File: src/rtl/adc_host_pkg.sv
package adc_host_pkg;
  localparam int RES_W  = 13;
  localparam int CFG_W  = 8;
  localparam int BYTE_W = 8;

  typedef struct packed {
    logic [2:0] cmd;
    logic       sync;
    logic       wide;
    logic       clamp;
    logic [1:0] acq;
  } cfg_t;

  localparam cfg_t CFG_RST = '{cmd: 3'b000, sync: 1'b1, wide: 1'b0, clamp: 1'b0, acq: 2'b00};
endpackage

File: src/rtl/adc_cfg_reg.sv
module adc_cfg_reg
  import adc_host_pkg::*;
(
  input  logic             clk_i,
  input  logic             rst_ni,
  input  logic             we_i,
  input  logic [CFG_W-1:0] wdata_i,
  output cfg_t             cfg_o
);
  always_ff @(posedge clk_i or negedge rst_ni) begin
    if (!rst_ni)   cfg_o <= CFG_RST;
    else if (we_i) cfg_o <= cfg_t'(wdata_i);
  end
endmodule

File: src/rtl/adc_result_reg.sv
module adc_result_reg #(
  parameter int RES_W = 13
) (
  input  logic             clk_i,
  input  logic             rst_ni,
  input  logic             valid_i,
  input  logic [RES_W-1:0] data_i,
  input  logic             clamp_i,
  output logic [RES_W-1:0] res_o
);
  logic neg_clip;
  assign neg_clip = clamp_i & data_i[RES_W-1];

  always_ff @(posedge clk_i or negedge rst_ni) begin
    if (!rst_ni)      res_o <= '0;
    else if (valid_i) res_o <= neg_clip ? '0 : data_i;
  end
endmodule

File: src/rtl/adc_byte_seq.sv
module adc_byte_seq (
  input  logic clk_i,
  input  logic rst_ni,
  input  logic acc_i,
  input  logic clr_i,
  output logic hi_o
);
  logic acc_q;
  logic acc_end;

  // one advance per access, taken when the strobe drops
  assign acc_end = acc_q & ~acc_i;

  always_ff @(posedge clk_i or negedge rst_ni) begin
    if (!rst_ni) begin
      acc_q <= 1'b0;
      hi_o  <= 1'b0;
    end else begin
      acc_q <= acc_i;
      if (clr_i)        hi_o <= 1'b0;
      else if (acc_end) hi_o <= ~hi_o;
    end
  end
endmodule

File: src/rtl/adc_bus_drv.sv
module adc_bus_drv #(
  parameter int RES_W  = 13,
  parameter int BYTE_W = 8
) (
  input  logic             acc_i,
  input  logic             wide_i,
  input  logic             hi_i,
  input  logic [RES_W-1:0] res_i,
  output logic [RES_W-1:0] data_o,
  output logic [RES_W-1:0] oe_o
);
  localparam int HI_W  = RES_W - BYTE_W;
  localparam int EXT_W = BYTE_W - HI_W;

  logic [BYTE_W-1:0] hi_byte;
  logic [BYTE_W-1:0] nar_byte;

  assign hi_byte  = {{EXT_W{res_i[RES_W-1]}}, res_i[RES_W-1:BYTE_W]};
  assign nar_byte = hi_i ? hi_byte : res_i[BYTE_W-1:0];

  always_comb begin
    if (!acc_i)     data_o = '0;
    else if (wide_i) data_o = res_i;
    else             data_o = {{HI_W{1'b0}}, nar_byte};
  end

  for (genvar i = 0; i < RES_W; i++) begin : g_oe
    if (i < BYTE_W) begin : g_low
      assign oe_o[i] = acc_i;
    end else begin : g_up
      assign oe_o[i] = acc_i & wide_i;
    end
  end
endmodule

File: src/rtl/adc_host_if.sv
module adc_host_if
  import adc_host_pkg::*;
#(
  parameter int RES_W  = adc_host_pkg::RES_W,
  parameter int BYTE_W = adc_host_pkg::BYTE_W
) (
  input  logic             clk_i,
  input  logic             rst_ni,
  input  logic             cs_i,
  input  logic             rd_i,
  input  logic             wr_i,
  input  logic [CFG_W-1:0] data_i,
  output logic [RES_W-1:0] data_o,
  output logic [RES_W-1:0] data_oe_o,
  input  logic             res_valid_i,
  input  logic [RES_W-1:0] res_data_i,
  output logic [1:0]       acq_sel_o,
  output logic             clamp_en_o,
  output logic             bus_wide_o,
  output logic             sync_mode_o,
  output logic [2:0]       cmd_o
);
  cfg_t             cfg_q;
  logic [RES_W-1:0] res_q;
  logic             hi_q;
  logic             rd_acc;
  logic             cfg_we;

  assign rd_acc = cs_i & rd_i;
  assign cfg_we = cs_i & wr_i & ~rd_i;

  adc_cfg_reg i_cfg (
    .clk_i  (clk_i),
    .rst_ni (rst_ni),
    .we_i   (cfg_we),
    .wdata_i(data_i),
    .cfg_o  (cfg_q)
  );

  adc_result_reg #(.RES_W(RES_W)) i_res (
    .clk_i  (clk_i),
    .rst_ni (rst_ni),
    .valid_i(res_valid_i),
    .data_i (res_data_i),
    .clamp_i(cfg_q.clamp),
    .res_o  (res_q)
  );

  adc_byte_seq i_seq (
    .clk_i (clk_i),
    .rst_ni(rst_ni),
    .acc_i (rd_acc),
    .clr_i (cfg_we | res_valid_i),
    .hi_o  (hi_q)
  );

  adc_bus_drv #(.RES_W(RES_W), .BYTE_W(BYTE_W)) i_drv (
    .acc_i (rd_acc),
    .wide_i(cfg_q.wide),
    .hi_i  (hi_q),
    .res_i (res_q),
    .data_o(data_o),
    .oe_o  (data_oe_o)
  );

  assign acq_sel_o   = cfg_q.acq;
  assign clamp_en_o  = cfg_q.clamp;
  assign bus_wide_o  = cfg_q.wide;
  assign sync_mode_o = cfg_q.sync;
  assign cmd_o       = cfg_q.cmd;
endmodule

File: config.mk
export PLATFORM = sky130hd
export DESIGN_NAME = adc_host_if
export DESIGN_NICKNAME = d
export VERILOG_FILES = /design/src/rtl/adc_host_pkg.sv /design/src/rtl/adc_cfg_reg.sv /design/src/rtl/adc_result_reg.sv /design/src/rtl/adc_byte_seq.sv /design/src/rtl/adc_bus_drv.sv /design/src/rtl/adc_host_if.sv
export SDC_FILE = /design/constraint.sdc
export NUM_CORES = 1
export LEC_CHECK = 0
export BUFFER_PORTS_ARGS = -buffer_cell sky130_fd_sc_hd__buf_2
export CAP_MARGIN = 40
export CORE_MARGIN = 8
export CORE_UTILIZATION = 44
export CTS_BUF_LIST = sky130_fd_sc_hd__clkbuf_4 sky130_fd_sc_hd__clkbuf_8 sky130_fd_sc_hd__clkbuf_16
export DETAILED_ROUTE_END_ITERATION = 12
export GPL_TIMING_DRIVEN = 0
export PLACE_DENSITY = 0.78
export SYNTH_ARGS = -nofsm -noshare
export SYNTH_HDL_FRONTEND = slang
export SYNTH_SLANG_ARGS = --single-unit
File: constraint.sdc
create_clock -name clk_i -period 1.37 [get_ports clk_i]
set_clock_uncertainty 0.1 [all_clocks]
set_input_delay 0.137 -clock clk_i [delete_from_list [all_inputs] [get_ports clk_i]]
set_output_delay 0.137 -clock clk_i [all_outputs]
set_load 0.005 [all_outputs]
* After elaboration in Yosys (flattened, before gate mapping)
Cells that the tools add are included.
Word-level totals: input bits 27, flip-flop bits (word level) 23, output and inout port bits 34, word-level logic and storage cells 25
Cells by class: muxes and demuxes 6, bitwise operators 10, reduce and logical (&&, ||, !) cells 1
Operators with widths (number):
- 13-bit two-way mux | 3
- 8-bit two-way mux | 1
- 1-bit AND | 6
- 1-bit inverter | 3
- 1-bit two-way mux | 2
- 2-bit nonzero test | 1
- 1-bit OR | 1

* Longest topological paths before layout
Gate-level depths: netlist of run 1.
word-level depth 5, mapped depth 4, depth with buffers taken out 3

* Modules after synthesis
A second synthesis of run 1 with hierarchy kept.
Second synthesis, totals: cell total of the unflattened synthesis 127, area total of the unflattened synthesis 1365.1 um2
By module, submodules not included:
- adc_result_reg | instances 1, seq. area each 325.3 um2, area each 648.1 um2, cells each 57
- adc_cfg_reg | instances 1, seq. area each 201.4 um2, area each 332.8 um2, cells each 17
- adc_bus_drv | instances 1, seq. area each 0.0 um2, area each 282.8 um2, cells each 43
- adc_byte_seq | instances 1, seq. area each 50.0 um2, area each 78.8 um2, cells each 6
- adc_host_if | instances 1, seq. area each 0.0 um2, area each 22.5 um2, cells each 4

* Least setup slack after synthesis of run 1
Ideal clock, no wire load.
kind flip-flop to output port, from reg i_cfg.cfg_o[3] (netlist bit), to out data_o[4], stages on the path, launching flop included 5, buffers on the path 1, setup slack 0.098 ns, arrival time 1.035 ns, data required time 1.133 ns, cells stage by stage dfrtp_1 -> nand2b_4 -> buf_6 -> or2_4 -> a21oi_2
Between the ends: cells in the longest elaborated chain, start to end 2
RTL lines:
- from (decl) | RTL line adc_cfg_reg.sv:8 | output cfg_t cfg_o
- from (signal assigned) | RTL line adc_cfg_reg.sv:12 | else if (we_i) cfg_o <= cfg_t'(wdata_i);
- 13-bit two-way mux | RTL line adc_bus_drv.sv:23 | else if (wide_i) data_o = res_i;
- 13-bit two-way mux | RTL line adc_bus_drv.sv:22 | if (!acc_i) data_o = '0;
- to (decl) | RTL line adc_host_if.sv:13 | output logic [RES_W-1:0] data_o,
Every way passes these cells.

* Final worst setup path of run 1
from reg i_cfg.cfg_o[3] (netlist bit), to out data_o[6]
Same word-level chain as after synthesis.

==> out/qor.yml, run 1 <==
status: "finished with violations"
violations: "setup timing"
p_int_mw: 1.17
cts.sinks: 23
yosysWarnings: 0
grt_use_met3_pct: 3.76
die_y_um: 68.0
synth_xor_area_share_pct: 0
yosys.area_share.simple_pct: 16.6
path_class: "reg -> out"
grt_max_degree: 24
max_freq_mhz: 627
synthMuxAreaShare_pct: 10.9
routedWlPerCell_um: 15.6
viasPerCell: 4.91
ant_nets: 0
grtUsageMet1_pct: 19.5
chipWidth_um: 68.0
num_vias: 1184
initialDrtViolationCount: 33
cts-buffers-inserted: 3
coreArea_mm2: 0.00266
power_switching_share_pct: 28.8
routabilityCongestion: 0.770
rsz0062_at_grt: "true"
whs_path_depth: 2
antenna_found_initial: 0
drive_gt1_share_pct: 46.2
hold_viol_final: 0
top_usage_layer: "met2"
grt_first_pass_wirelength_um: 6050
maxSlewViolCount: 0
clk_pin_slew_ps: 120
dp_hpwl_um: 2460
port_buffers: 59
cp-end-kind: "output pin"
initial_core_util_pct: 44.7
p_switching_mw: 0.471
worst_r2r_path_depth: 4
ir_worst_vdd_v: 0.000874
utilization_pct: 68.7
combPwrFrac_pct: 29.1
rows: 19
pwr_density_cell_mw_per_mm2: 895
cts-root-buf: "clkbuf_4"
drv_cap: 0
rrSetupSlack_ps: 180
drc: 0
syn_inst: 120
drt_pre_antenna_iters: 5
critPathArrivalTime_ps: 1360
setup_viol: 18
ys_ff_latch: 23
cts_tree: "yes"
synth_area_mm2: 0.00119
grt_pass1_vias: 1224
hp-start: "res_valid_i"
synth.yosys.seq_area_share_pct: 48.4
finalCriticalPeriod_ps: 1600
use_met2_pct: 30.9
setup_slack_ps: -226
p_leak_nw: 1.01
seq_power_share_pct: 50.6
r2r_start: "i_cfg.cfg_o[2]$_DFFE_PN0P_"
overflow: 0
synth_nets: 147
synthAdderAreaFrac_pct: 0
dp_cells: 210
timing.rr.end: "i_res.res_o[6]$_DFFE_PN0P_"
insertion_delay_ps: 310
crit_path_start_kind: "flop"
ys_types: 22
fillers: 221
grt.total_usage_pct: 17.2
syn_to_final_growth_pct: 53.5
pin_count: 61
nets: 238
wl_um: 3760
hold_class: "in -> reg"
diodes: 0
holdPathEnd: "i_seq.hi_o$_DFFE_PN0P_"
syn_area_per_cell_um2: 9.93
die_area_mm2: 0.00463
synth_top_family_by_area: "simple AND/OR/NAND/NOR gates"
synth-compound-area-share_pct: 8.82
instances_no_fill: 241
min_period_over_period_pct: 116
slew_headroom_pct: 67.2
critPathRequiredTime_ps: 1130
clock_power_share_pct: 20.4
holdWs_ps: 13.1
clockBufferDepth: 2
tightest_slew_ps: 493
crit_fanout: 4
cts-htree-levels: 1
==> worst max path at each step <==
stage / start / depth (start not counted) / endpoint
floorplan: i_cfg.cfg_o[3]$_DFFE_PN0P_ / 4 / data_o[4]
global placement: i_cfg.cfg_o[3]$_DFFE_PN0P_ / 5 / data_o[5]
detailed placement: i_cfg.cfg_o[3]$_DFFE_PN0P_ / 5 / data_o[4]
CTS: i_cfg.cfg_o[3]$_DFFE_PN0P_ / 4 / data_o[4]
global route: i_cfg.cfg_o[3]$_DFFE_PN0P_ / 5 / data_o[2]
finish: i_cfg.cfg_o[3]$_DFFE_PN0P_ / 4 / data_o[6]
==> per-layer routing <==
layer / up-vias / wire length, um
met4: 0 / 64
met1: 554 / 1380
met2: 61 / 1950
met5: - / 0
met3: 8 / 364
li1: 561 / -
==> cell families (layout without fill, tap and decap cells) <==
kind of cell	after synthesis	after routing
DFF	23	23
buffers and inverters	33	122
and+or+nand+nor	34	35
AOI/OAI and AO/OA	18	18
muxes	12	12
==> area by class of cell <==
type | instances | area [um2] | area share [%]
well taps | 31 | 38.8 | 2.12
multi-input cells | 65 | 449 | 24.6
clock buffers | 4 | 30.0 | 1.64
flip-flops and latches | 23 | 577 | 31.6
inverters | 15 | 60.1 | 3.29
plain buffers | 17 | 120 | 6.57
repair buffers | 86 | 553 | 30.3
==> per-stage QoR <==
stage / instance area, um2 / TNS [ps] / setup WS (ps) / total power, mW
finish: 1830 / -3200 / -226 / 1.64
global route: 1830 / -4120 / -278 / 1.74
CTS: 1790 / -3490 / -245 / 1.62
detailed placement: 1530 / -122 / -35.0 / 1.22
global placement: 1530 / -40.4 / -11.4 / 1.20
floorplan: 1190 / 0 / 97.6 / 1.03
==> power groups by stage <==
stage,Clock [mW],Combinational (mW),Sequential (mW)
5_1_grt,0.368,0.526,0.841
3_5_place_dp,0,0.380,0.842
4_1_cts,0.333,0.458,0.827
6_report,0.333,0.476,0.828
3_3_place_gp,0,0.363,0.836
2_1_floorplan,0,0.198,0.836
==> worst max-delay path, stage by stage, from the launching register on <==
cell      delay (ps)
dfrtp_1          400
nand2b_4         160
or2_4            260
a21oi_2          110
buf_2            120
==> cell usage after synthesis, drive strengths merged <==
cell type | number | area share, %
mux2 | 8 | 7.6
clkbuf | 1 | 0.31
o21ai | 13 | 5.5
a21oi | 5 | 3.4
nand2 | 6 | 1.9
dfrtp | 22 | 46
nand3b | 2 | 2.3
and2 | 5 | 2.6
nand3 | 12 | 5.0
mux2i | 4 | 3.4
and3 | 2 | 1.1
or2 | 1 | 0.74
buf | 17 | 10
nor4 | 1 | 0.53
nand2b | 1 | 1.2
dfstp | 1 | 2.2
nor2 | 4 | 1.3
inv | 15 | 4.7
==> repair_timing <==
item | in CTS | in global routing
gates resized for setup | 3 | 6
hold endpoints to repair | 41 | 0
hold buffers | 20 | 0
gates cloned | 1 | 0
setup buffers | 4 | 3
pin swaps | 3 | 2
endpoints found under the setup margin | 18 | 26
==> flip-flops by register name, indices dropped and copies added, names as in the netlist <==
| register | count |
|---|---|
| i_res.res_o | 13 |
| i_cfg.cfg_o | 8 |
| i_seq.acc_q | 1 |
| i_seq.hi_o | 1 |
==> cell usage in the layout (no fill, tap or decap), types with 2 or more instances in the layout <==
cell	count
o21ai_0	13
dlygate4sd3_1	20
inv_1	14
mux2i_1	4
buf_2	62
dfrtp_1	22
and2_1	5
buf_4	16
buf_6	3
a21oi_2	4
mux2_1	8
nand2_1	6
nand3_1	12
clkbuf_4	4
and3_4	2
nor2_1	4
No activity file was read; power rests on OpenSTA's default activity.
==> run 2: changes to the inputs <==
--- a/config.mk
+++ b/config.mk
@@ -8,11 +8,11 @@
 export BUFFER_PORTS_ARGS = -buffer_cell sky130_fd_sc_hd__buf_2
 export CAP_MARGIN = 40
 export CORE_MARGIN = 8
-export CORE_UTILIZATION = 44
-export CTS_BUF_LIST = sky130_fd_sc_hd__clkbuf_4 sky130_fd_sc_hd__clkbuf_8 sky130_fd_sc_hd__clkbuf_16
+export CORE_UTILIZATION = 46
+export CTS_BUF_LIST = sky130_fd_sc_hd__clkbuf_4 sky130_fd_sc_hd__clkbuf_8
 export DETAILED_ROUTE_END_ITERATION = 12
 export GPL_TIMING_DRIVEN = 0
-export PLACE_DENSITY = 0.78
+export PLACE_DENSITY = 0.81
 export SYNTH_ARGS = -nofsm -noshare
 export SYNTH_HDL_FRONTEND = slang
 export SYNTH_SLANG_ARGS = --single-unit
==> out/qor.yml, run 2 (synthesis gave the netlist of run 1 again) <==
hold_class: "in -> reg"
port_buffers: 59  # unchanged
routabilityCongestion: 0.770  # about the same
drt_pre_antenna_iters: 4  # -1
placed_area_mm2: 0.00152  # about the same
rrSetupSlack_ps: 200  # +20 ps
cts-buffers-inserted: 3  # unchanged
grt.total_usage_pct: 16.5  # -0.62 points
top_regs: "i_res.res_o: 13 flops, i_cfg.cfg_o: 8 flops"
syn_to_final_growth_pct: 52.7
crit_path_start_kind: "flop"
pin_count: 61  # unchanged
clock_power_share_pct: 20.2  # -0.2 points
rsz0062_at_grt: "true"
wl_um: 3560  # -5.2%
num_vias: 1164  # -1.7%
antenna_found_initial: 0  # unchanged
power_mw: 1.62  # -1.2%
final_cell_area_mm2: 0.00182  # -0.48%
initial_core_util_pct: 48.1  # +3.3 points
insertion_delay_ps: 300  # about the same
pwr_density_cell_mw_per_mm2: 889  # -0.71%
clockBufferDepth: 2  # unchanged
slew_headroom_pct: 66.7  # -0.46 points
path_class: "reg -> out"
drv_cap: 0  # unchanged
viasPerCell: 4.87  # -0.87%
most-common-layout-cells: "buf_2 (62), dlygate4sd3_1 (22), dfrtp_1 (22)"
power_switching_share_pct: 28.2  # -0.61 points
cp-end-kind: "output pin"
maxSlewViolCount: 0  # unchanged
ant_nets: 0  # unchanged
cts-root-buf: "clkbuf_4"
min_period_over_period_pct: 118  # +1.8 points
die_y_um: 66.9  # -1.7%
critPathRequiredTime_ps: 1130  # about the same
coreArea_mm2: 0.00248  # -7.0%
slowest_stage: "dfrtp_1"
drive_gt1_share_pct: 44.5  # -1.7 points
max_stage_delay_ps: 410  # about the same
max_freq_mhz: 617  # -1.5%
status: "finished with violations"
finalCriticalPeriod_ps: 1620  # +24.6 ps
regMostFlops: "i_res.res_o"
p_switching_mw: 0.455  # -3.3%
grt_pass1_vias: 1193  # -2.5%
clk_pin_slew_ps: 120  # about the same
ir_worst_vdd_v: 0.000806  # -7.7%
hold_viol_final: 0  # unchanged
instances_no_fill: 239  # -0.83%
tightest_slew_ps: 500  # +6.95 ps
p_int_mw: 1.16  # -0.34%
diodes: 0  # unchanged
violations: "setup timing"
critPathArrivalTime_ps: 1380  # +20 ps
cts-htree-levels: 1  # unchanged
routedWlPerCell_um: 14.9  # -4.4%
p_leak_nw: 1.01  # -0.21%
combPwrFrac_pct: 28.7  # -0.4 points
grt_max_degree: 24  # unchanged
dp_hpwl_um: 2430  # -1.2%
largest_reg_flops: 13  # unchanged
whs_path_depth: 2  # unchanged
dp_cells: 209  # -0.48%
rows: 18  # -1
setup_viol: 18  # unchanged
drc: 0  # unchanged
cts_tree: "yes"
nets: 237  # -0.42%
crit_fanout: 4  # unchanged
chipWidth_um: 66.9  # -1.7%
grt_first_pass_wirelength_um: 5740  # -5.1%
overflow: 0  # unchanged
cts.sinks: 23  # unchanged
seq_power_share_pct: 51.1  # +0.5 points
setup_slack_ps: -250  # -24.6 ps
die_area_mm2: 0.00447  # -3.3%
final_common_cell: "buf_2"
crit_chain: "nand2b_4, or2_4, a21oi_2, buf_2"
initialDrtViolationCount: 36  # +9.1%
worst_r2r_path_depth: 3  # -1
[run 2: cell type report]
class / instances / area (um2)
Fill cell: 171 / 658
Sequential cell: 23 / 577
Tap cell: 30 / 37.5
Timing Repair Buffer: 85 / 546
Multi-Input combinational cell: 65 / 457
Buffer: 17 / 116
Clock buffer: 4 / 30.0
Inverter: 15 / 56.3
[run 2: layer usage]
layer  routed length, um  vias up  share of wire (%)  GRT usage [%]
li1                    -      563                  -              -
met1                1330      555                 37           18.2
met2                1940       36                 54           29.3
met3                 174       10                4.9           2.68
met4                 120        0                3.4           9.40
met5                   0        -                  0              0
[run 2: path summary, 6_finish.rpt]
| path | startpoint | end |
|---|---|---|
| hold reg to reg | i_cfg.cfg_o[1]$_DFFE_PN0P_ | i_cfg.cfg_o[1]$_DFFE_PN0P_ |
| min in group asynchronous | rst_ni | i_res.res_o[8]$_DFFE_PN0P_ |
| setup reg to reg | i_cfg.cfg_o[3]$_DFFE_PN0P_ | i_cfg.cfg_o[3]$_DFFE_PN0P_ |
| max in group asynchronous | rst_ni | i_cfg.cfg_o[4]$_DFFE_PN1P_ |
| setup / recovery | i_cfg.cfg_o[3]$_DFFE_PN0P_ | data_o[5] |
| hold / removal | res_valid_i | i_seq.hi_o$_DFFE_PN0P_ |
[run 2: what timing repair did]
item	in CTS	in global routing
gates resized for setup	3	2
setup buffers	4	0
endpoints found under the hold margin	43	0
pin swaps	2	3
endpoints found under the setup margin	18	19
cloned	1	0
hold buffers	22	0
[run 2: power groups by stage]
stage          logic, mW  clock network [mW]  registers, mW
2_1_floorplan      0.198                   0          0.836
3_3_place_gp       0.366                   0          0.834
3_5_place_dp       0.381                   0          0.840
4_1_cts            0.460               0.337          0.825
5_1_grt            0.511               0.369          0.840
6_report           0.464               0.327          0.827
[run 2: through the flow]
step	hold WS, ps	setup slack (ps)	util [%]	setup TNS, ps
CTS	19.8	-290	73.0	-3330
detailed placement	36.4	-60.2	61.5	-161
global route	7.80	-322	73.4	-4440
floorplan	-259	97.6	-	0
finish	11.7	-250	73.4	-3100
global placement	23.0	-35.5	61.5	-93.4
[run 2: critical path: cells and delay by family (launching register included)]
| kind | cells | cell delay (ps) |
|---|---|---|
| buffers and inverters | 1 | 120 |
| flip-flops | 1 | 410 |
| AO/OA/AOI/OAI | 1 | 140 |
| AND/OR/NAND/NOR | 2 | 420 |
==> run 3: changes to the inputs <==
--- a/config.mk
+++ b/config.mk
@@ -7,7 +7,7 @@
 export LEC_CHECK = 0
 export BUFFER_PORTS_ARGS = -buffer_cell sky130_fd_sc_hd__buf_2
 export CAP_MARGIN = 40
-export CORE_MARGIN = 8
+export CORE_MARGIN = 3
 export CORE_UTILIZATION = 46
 export CTS_BUF_LIST = sky130_fd_sc_hd__clkbuf_4 sky130_fd_sc_hd__clkbuf_8
 export DETAILED_ROUTE_END_ITERATION = 12
==> out/qor.yml, run 3 (synthesis gave the netlist of run 1 again) <==
hold_viol_final: 0  # unchanged
clk_pin_slew_ps: 130  # about the same
rrSetupSlack_ps: 210  # about the same
pwr_density_cell_mw_per_mm2: 884  # -0.60%
final_common_cell: "buf_2"
clockBufferDepth: 2  # unchanged
fillers: 166  # -2.9%
largest_reg_flops: 13  # unchanged
cp-end-kind: "output pin"
grt_max_degree: 24  # unchanged
cts_tree: "yes"
crit_buf_inv: 1  # unchanged
routedWlPerCell_um: 13.8  # -7.6%
violations: "setup timing"
routabilityCongestion: 0.762  # -1.1%
wl_um: 3280  # -8.0%
critPathArrivalTime_ps: 1360  # -20 ps
final_cell_area_mm2: 0.00181  # -0.27%
crit_path_start_kind: "flop"
initial_core_util_pct: 50.9  # +2.8 points
finalCriticalPeriod_ps: 1600  # -21.0 ps
worst_r2r_path_depth: 4  # +1
whs_path_depth: 2  # unchanged
grt_pass1_vias: 1251  # +4.9%
hold_class: "in -> reg"
port_buffers: 59  # unchanged
setup_slack_ps: -229  # +21.0 ps
rows: 17  # -1
die_area_mm2: 0.00324  # -28%
placed_area_mm2: 0.00152  # -0.16%
grt_first_pass_wirelength_um: 5590  # -2.6%
pin_count: 61  # unchanged
tightest_slew_ps: 515  # +14.8 ps
cts-root-buf: "clkbuf_4"
drc: 0  # unchanged
slowest_stage: "dfrtp_1"
max_stage_delay_ps: 400  # about the same
slew_headroom_pct: 65.7  # -0.99 points
max_freq_mhz: 625  # +1.3%
drt_pre_antenna_iters: 4  # unchanged
maxSlewViolCount: 0  # unchanged
dp_hpwl_um: 2160  # -11%
drive_gt1_share_pct: 44.8  # +0.26 points
crit_fanout: 4  # unchanged
p_leak_nw: 1.02  # +0.38%
most-common-layout-cells: "buf_2 (62), dlygate4sd3_1 (22), dfrtp_1 (22)"
crit_chain: "nand2b_4, or2_4, a21oi_2, buf_2"
initialDrtViolationCount: 30  # -17%
diodes: 0  # unchanged
seq_area_um2: 577  # unchanged
viasPerCell: 4.88  # +0.16%
ant_nets: 0  # unchanged
min_period_over_period_pct: 117  # -1.5 points
coreArea_mm2: 0.00234  # -5.6%
top_regs: "i_res.res_o: 13 flops, i_cfg.cfg_o: 8 flops"
grt.total_usage_pct: 21.9  # +5.4 points
path_depth: 4  # unchanged
overflow: 0  # unchanged
multi_input_area_um2: 449  # -1.6%
critPathRequiredTime_ps: 1130  # about the same
ir_worst_vdd_v: 0.000760  # -5.7%
setup_viol: 18  # unchanged
die_y_um: 56.9  # -15%
syn_to_final_growth_pct: 52.3
critical_path.top_delay_family: "simple AND/OR/NAND/NOR gates"
path_class: "reg -> out"
antenna_found_initial: 0  # unchanged
insertion_delay_ps: 310  # about the same
cts-buffers-inserted: 3  # unchanged
drv_cap: 0  # unchanged
utilization_pct: 77.5  # +4.1 points
tns_ps: -2970  # +136 ps
cts-htree-levels: 1  # unchanged
cts.sinks: 23  # unchanged
nets: 238  # +0.42%
chipWidth_um: 56.9  # -15%
status: "finished with violations"
rsz0062_at_grt: "true"
num_vias: 1161  # -0.26%
regMostFlops: "i_res.res_o"
==> run 3: cell types whose count changed in the layout (fill, tap and decap cells not counted), sizes merged <==
cell	change
buf	+1
clkbuf	-1
clkinv	+1
==> run 3: worst reg2reg max path, stage by stage, from the launching register on <==
cell and delay (ps):
dfrtp_1 430, nand2_1 120, buf_2 240, nand3_1 100, o21ai_0 100
==> run 3: per-layer routing <==
layer	wire (um)	global-route usage (%)	part of all wire [%]	vias to the layer above
met5	0	0	0	-
met4	23	6.62	0.70	0
met3	238	4.14	7.3	4
met2	1650	40.8	50	53
met1	1370	24.8	42	542
li1	-	-	-	562
==> run 3: final cells by class <==
type / instances / share of cell area [%]
buffer: 17 / 6.41
clock buffer: 3 / 1.24
clock inverter: 1 / 0.276
inverter: 15 / 3.10
multi-input combinational: 65 / 24.8
sequential: 23 / 31.8
tap: 28 / 1.93
timing repair buffer: 86 / 30.5
==> run 3: where the power goes <==
group	switching, mW	internal [mW]	total, mW	leakage [nW]
combinational	0.204	0.256	0.460	0.717
clock	0.206	0.109	0.315	0.0177
sequential	0.0542	0.773	0.828	0.282
==> run 3: worst paths after layout <==
check | from | end
setup / recovery | i_cfg.cfg_o[3]$_DFFE_PN0P_ | data_o[5]
hold / removal | res_valid_i | i_seq.hi_o$_DFFE_PN0P_
setup reg to reg | i_cfg.cfg_o[2]$_DFFE_PN0P_ | i_res.res_o[9]$_DFFE_PN0P_
hold reg to reg | i_cfg.cfg_o[6]$_DFFE_PN0P_ | i_cfg.cfg_o[6]$_DFFE_PN0P_
max in group asynchronous | rst_ni | i_cfg.cfg_o[4]$_DFFE_PN1P_
min in group asynchronous | rst_ni | i_res.res_o[10]$_DFFE_PN0P_
==> run 3: timing repair <==
item / in CTS / in global routing
setup endpoints to repair: 18 / 27
gates cloned: 1 / 0
pin swaps: 2 / 2
setup buffers: 5 / 0
hold buffers: 22 / 0
hold endpoints to repair: 43 / 0
gates resized for setup: 3 / 1
==> run 3: per-stage QoR <==
stage	hold slack, ps	total power, mW	setup WS (ps)	instances
floorplan	-259	1.03	97.6	120
global placement	30.8	1.19	-12.9	207
detailed placement	35.6	1.22	-44.3	207
CTS	13.1	1.61	-271	238
global route	36.8	1.71	-280	238
finish	29.3	1.60	-229	238
